==> src/rtl/mod_acc_pkg.sv <==
package mod_acc_pkg;
  // Phase of the accumulate/fold sequence
  typedef enum logic [1:0] {
    PH_SUM    = 2'd0,  // accepting words
    PH_FOLD_A = 2'd1,  // register low word + guard count
    PH_FOLD_B = 2'd2   // conditional increment and write back
  } phase_e;
endpackage

==> src/rtl/mod_acc_ctrl.sv <==
module mod_acc_ctrl
  import mod_acc_pkg::*;
#(
  parameter int BLOCK_LEN = 1024
) (
  input  logic clk,
  input  logic rst,
  input  logic clr,
  input  logic s_valid,
  input  logic s_last,
  output logic s_ready,
  output logic take,
  output logic fold_load,
  output logic fold_commit,
  output logic msg_end
);
  localparam int CNT_W = (BLOCK_LEN > 1) ? $clog2(BLOCK_LEN) : 1;
  localparam logic [CNT_W-1:0] LAST_IDX = CNT_W'(BLOCK_LEN - 1);

  phase_e           phase;
  logic [CNT_W-1:0] cnt;
  logic             end_flag;

  assign s_ready     = (phase == PH_SUM);
  assign take        = s_valid & s_ready & ~clr;
  assign fold_load   = (phase == PH_FOLD_A);
  assign fold_commit = (phase == PH_FOLD_B);
  assign msg_end     = end_flag;

  always_ff @(posedge clk) begin
    if (rst || clr) begin
      phase    <= PH_SUM;
      cnt      <= '0;
      end_flag <= 1'b0;
    end else begin
      unique case (phase)
        PH_SUM: begin
          if (take) begin
            if (s_last || cnt == LAST_IDX) begin
              phase    <= PH_FOLD_A;
              cnt      <= '0;
              end_flag <= s_last;
            end else begin
              cnt <= cnt + 1'b1;
            end
          end
        end
        PH_FOLD_A: phase <= PH_FOLD_B;
        PH_FOLD_B: begin
          phase    <= PH_SUM;
          end_flag <= 1'b0;
        end
        default: phase <= PH_SUM;
      endcase
    end
  end
endmodule

==> src/rtl/mod_acc_fold.sv <==
module mod_acc_fold #(
  parameter int DATA_W = 32
) (
  input  logic [DATA_W:0]   s,
  output logic [DATA_W-1:0] r
);
  logic [DATA_W:0] inc;

  // S+1 carrying past the top data bit means S >= 2^DATA_W-1
  always_comb begin
    inc = s + 1'b1;
    r   = inc[DATA_W] ? inc[DATA_W-1:0] : s[DATA_W-1:0];
  end
endmodule

==> src/rtl/mod_acc_sum.sv <==
module mod_acc_sum #(
  parameter int DATA_W  = 32,
  parameter int GUARD_W = 11
) (
  input  logic              clk,
  input  logic              rst,
  input  logic              clr,
  input  logic              take,
  input  logic [DATA_W-1:0] s_data,
  input  logic              fold_load,
  input  logic              fold_commit,
  input  logic              msg_end,
  output logic [DATA_W-1:0] sum_out,
  output logic              sum_done
);
  localparam int ACC_W = DATA_W + GUARD_W;

  logic [ACC_W-1:0]  acc;
  logic [DATA_W:0]   stage;
  logic [DATA_W-1:0] folded;

  mod_acc_fold #(.DATA_W(DATA_W)) u_fold (
    .s (stage),
    .r (folded)
  );

  always_ff @(posedge clk) begin
    if (rst) begin
      acc      <= '0;
      stage    <= '0;
      sum_out  <= '0;
      sum_done <= 1'b0;
    end else begin
      sum_done <= 1'b0;
      if (clr) begin
        acc <= '0;
      end else if (take) begin
        acc <= acc + {{GUARD_W{1'b0}}, s_data};
      end else if (fold_load) begin
        stage <= {1'b0, acc[DATA_W-1:0]}
               + {{(DATA_W + 1 - GUARD_W){1'b0}}, acc[ACC_W-1:DATA_W]};
      end else if (fold_commit) begin
        if (msg_end) begin
          acc      <= '0;
          sum_out  <= folded;
          sum_done <= 1'b1;
        end else begin
          acc <= {{GUARD_W{1'b0}}, folded};
        end
      end
    end
  end
endmodule

==> src/rtl/ones_mod_accum.sv <==
module ones_mod_accum #(
  parameter int DATA_W    = 32,
  parameter int BLOCK_LEN = 1024
) (
  input  logic              clk,
  input  logic              rst,
  input  logic              clr,
  input  logic              s_valid,
  output logic              s_ready,
  input  logic [DATA_W-1:0] s_data,
  input  logic              s_last,
  output logic [DATA_W-1:0] sum_out,
  output logic              sum_done
);
  // Guard bits hold BLOCK_LEN words plus the carried residue
  localparam int GUARD_W = $clog2(BLOCK_LEN + 1);

  logic take, fold_load, fold_commit, msg_end;

  mod_acc_ctrl #(.BLOCK_LEN(BLOCK_LEN)) u_ctrl (
    .clk         (clk),
    .rst         (rst),
    .clr         (clr),
    .s_valid     (s_valid),
    .s_last      (s_last),
    .s_ready     (s_ready),
    .take        (take),
    .fold_load   (fold_load),
    .fold_commit (fold_commit),
    .msg_end     (msg_end)
  );

  mod_acc_sum #(.DATA_W(DATA_W), .GUARD_W(GUARD_W)) u_sum (
    .clk         (clk),
    .rst         (rst),
    .clr         (clr),
    .take        (take),
    .s_data      (s_data),
    .fold_load   (fold_load),
    .fold_commit (fold_commit),
    .msg_end     (msg_end),
    .sum_out     (sum_out),
    .sum_done    (sum_done)
  );
endmodule

==> config.mk <==
export PLATFORM = sky130hd
export DESIGN_NAME = ones_mod_accum
export DESIGN_NICKNAME = d
export VERILOG_FILES = /design/src/rtl/mod_acc_pkg.sv /design/src/rtl/mod_acc_ctrl.sv /design/src/rtl/mod_acc_fold.sv /design/src/rtl/mod_acc_sum.sv /design/src/rtl/ones_mod_accum.sv
export SDC_FILE = /design/constraint.sdc
export NUM_CORES = 1
export LEC_CHECK = 0
export ABC_AREA = 1
export BUFFER_PORTS_ARGS = -buffer_cell sky130_fd_sc_hd__buf_4
export CAP_MARGIN = 5
export CORE_ASPECT_RATIO = 1.4
export CORE_MARGIN = 3
export CORE_UTILIZATION = 55
export DETAILED_ROUTE_END_ITERATION = 8
export GPL_ROUTABILITY_DRIVEN = 0
export GPL_TIMING_DRIVEN = 0
export HOLD_SLACK_MARGIN = 0.15
export PLACE_DENSITY = 0.85
export SYNTH_ARGS = -nofsm -noshare
export SYNTH_HDL_FRONTEND = slang
export SYNTH_SLANG_ARGS = --single-unit
==> constraint.sdc <==
create_clock -name clk -period 3.3 [get_ports clk]
set_input_delay 0.165 -clock clk [delete_from_list [all_inputs] [get_ports clk]]
set_output_delay 0.165 -clock clk [all_outputs]
set_load 0.02 [all_outputs]
==> run_results.csv <==
group,metric,value,unit
status,status,"completed",
finish,fin_area,11500,um2
floorplan,die_w,120,um
logic_synthesis,synth_edf_count,0,
logic_synthesis,ys_ff_latch,122,
drt,drt_iter0_markers,1296,
min_path,holdCritPathClass,"in -> reg",
global_routing,antenna_found_initial,0,
critical_path,rr_worst_depth,13,
finish,drive_above_1_share,0.0814,
drt,dr.pass1.iters,6,
clocking,ctsHoldBuffers,2,
logic_synthesis,syn-num-nets,1824,
timing,fin_worst_skew,8.09,ps
clocking,cts_htree_levels,4,
critical_path,worstPathCellList,"ha_1, inv_1, fa_1, inv_1, nand3_1, nand2_1, a21oi_1, o21ai_0, nand2_1, nand2_1, nand3_1, nand2_1, inv_1",
critical_path,cp-start-kind,"flop",
finish,syn_to_final_growth,13.8,%
finish,antenna_cells,0,
critical_path,critPathKind,"reg -> reg",
pwr,pwr_density_cell,331,nW/um2
global_routing,grt_overflow_total,0,
place,io_buffers,70,
floorplan,floorplan.die_area,20000,um2
pwr,p_leak,0.00561,uW
floorplan,core,17700,um2
critical_path,max_stage_delay,600,ps
drt,wl_per_cell,15.7,um
timing,fmax,0.358,GHz
drt,num_vias,11600,
timing,finalSetupViolations,0,
clocking,cts_buffers,17,
logic_synthesis,synth_area,10100,um2
global_routing,grt_pass1_vias,10900,
timing,grt_setup_unrepaired,"false",
min_path,hold_start,"rst",
clocking,cts_tree,"built",
critical_path,r2r_end,"u_sum.stage[28]$_SDFFE_PP0P_",
critical_path,r2r_slack,510,ps
critical_path,path_common_cell,"nand2_1",
drt,wl,32.7,mm
clocking,numClockSinks,122,
logic_synthesis,synth.distinct_cells,44,
critical_path,slowest_stage,"o21ai_0",
drt,drc_errors,0,
drt,vias_per_cell,5.56,
clocking,clockBufferDepth,2,
clocking,ctsResizeCount,0,
min_path,hold_depth,4,
clocking,clk_pin_slew,60,ps
critical_path,critical_path_peak_fanout,7,
logic_synthesis,synthDominantCellAreaShare,0.243,
critical_path,cp.arrival,3120,ps
logic_synthesis,syn_inst,1740,
logic_synthesis,synthArstFlopShare,0,
global_routing,grt_max_degree,17,
floorplan,initial_utilization,0.569,
logic_synthesis,yosys.area.top_type,"dfxtp_1",
place,post-place-ws,606,ps
critical_path,rr_startpoint,"u_sum.acc[32]$_SDFFE_PP0P_",
timing,final_hold_viol_count,0,
floorplan,die_y,166,um
logic_synthesis,synth_top_flop_cell,"dfxtp_1",
clocking,cts_setup_buffers,0,
logic_synthesis,ys_warn_count,0,
logic_synthesis,yosysSeqAreaShare,0.243,
timing,setup_tns,0,ps
floorplan,row_count,57,
finish,fillers,1703,
global_routing,grt_first_pass_wirelength,52.3,mm
min_path,min_to,"u_ctrl.msg_end$_SDFFE_PP0P_",
timing,worstMarginPinSlew,775,ps
finish,nets,1915,
run,max_cap_violations,0,
clocking,cts_root_buf,"clkbuf_16",
timing,setup_ws,507,ps
timing,slew_viol_final,0,
logic_synthesis,synth.area.top_cells,"dfxtp_1 24%, nand2_1 20%, inv_1 11%",
logic_synthesis,yosys-top-cells-count,"525 x nand2_1, 287 x inv_1, 185 x nor2_1",
logic_synthesis,synth_area_per_cell,5.79,um2
floorplan,num_io_pins,71,
global_routing,grt_use_total,0.326,
pwr,vdd_drop_max,0.363,mV
timing,timing.final.crit_share,0.846,
timing,fin_crit,2790,ps
critical_path,crit_required,3630,ps
drt,ant_nets,0,
place,place_hpwl,26.1,mm
logic_synthesis,synth.most_common_cell,"nand2_1",
clocking,clock_latency,430,ps
place,place_area,10900,um2
timing,max-slew-margin-rel,0.481,
critical_path,end_kind,"flop",
==> worst max path at each step <==
stage                               startpoint  depth (start not counted)  slack, ps                           end
floorplan           u_sum.acc[32]$_SDFFE_PP0P_                         15       1150  u_sum.stage[30]$_SDFFE_PP0P_
global placement    u_sum.acc[32]$_SDFFE_PP0P_                         11        670  u_sum.stage[12]$_SDFFE_PP0P_
detailed placement  u_sum.acc[32]$_SDFFE_PP0P_                         11        610  u_sum.stage[12]$_SDFFE_PP0P_
CTS                 u_sum.acc[32]$_SDFFE_PP0P_                         11        570  u_sum.stage[12]$_SDFFE_PP0P_
global route        u_sum.acc[32]$_SDFFE_PP0P_                         13        360  u_sum.stage[28]$_SDFFE_PP0P_
finish              u_sum.acc[32]$_SDFFE_PP0P_                         13        510  u_sum.stage[28]$_SDFFE_PP0P_
==> registers in the layout, summed over array words and instances (netlist names) <==
signal,count
u_ctrl.phase,2
u_sum.stage,33
u_ctrl.cnt,10
u_ctrl.msg_end,1
u_sum.sum_out,32
u_sum.sum_done,1
u_sum.acc,43
==> cell usage in the layout (no fill, tap or decap), drive strengths merged, types with 34 or more instances in the layout <==
master / Yosys / routed
o21ai: 124 / 124
nand3: 111 / 111
nor2: 188 / 188
inv: 288 / 290
a21oi: 132 / 132
xor2: 34 / 34
buf: 14 / 84
nand2: 537 / 537
clkbuf: 28 / 45
dfxtp: 122 / 122
ha: 45 / 45
==> layer usage <==
| metal | track usage | part of all wire | vias up |
|---|---|---|---|
| li1 | - | - | 5710 |
| met1 | 0.370 | 0.36 | 5079 |
| met2 | 0.549 | 0.47 | 604 |
| met3 | 0.0538 | 0.084 | 164 |
| met4 | 0.235 | 0.081 | 0 |
| met5 | 0 | 0 | - |
==> kinds of logic (layout without fill, tap and decap cells) <==
kind of cell               after synthesis  after routing  synth area share
adders and majority gates               47             47            0.0599
buffers and inverters                  330            433             0.129
xor gates and xnor gates                44             44            0.0390
AOI/OAI and AO/OA                      290            290             0.156
and+or+nand+nor                        907            907             0.373
DFF                                    122            122             0.243
==> cell type report <==
class,count,area [um2],share of cell area
inverters,288,1090,0.0948
flip-flops and latches,122,2440,0.213
plain buffers,42,214,0.0187
repair buffers,72,546,0.0476
well taps,236,295,0.0258
clock inverters,14,126,0.0110
multi-input cells,1288,6320,0.552
clock buffers,17,425,0.0371
==> worst max-delay path: cells and delay by family (launching register included) <==
kind                     cells  cell delay [ps]
AO/OA/AOI/OAI                2              760
flip-flops                   1              520
adder cells (fa/ha/maj)      2              640
AND/OR/NAND/NOR              6              580
buffers and inverters        3              180
==> power breakdown <==
part | switching [uW] | total [uW] | internal [uW]
clock | 727 | 1760 | 1030
sequential | 39.8 | 1540 | 1500
combinational | 329 | 499 | 169
total | 1100 | 3790 | 2700
==> metrics by stage <==
| step | power [uW] | utilization | cells | hold slack [ps] |
|---|---|---|---|---|
| 2_1_floorplan | 1890 | - | 1740 | 356 |
| 3_3_place_gp | 2040 | 0.616 | 2046 | 435 |
| 3_5_place_dp | 2050 | 0.616 | 2046 | 444 |
| 4_1_cts | 3770 | 0.648 | 2079 | 218 |
| 5_1_grt | 3920 | 0.648 | 2079 | 265 |
| 6_report | 3790 | 0.648 | 2079 | 219 |
Power figures use the tool's default switching activity.
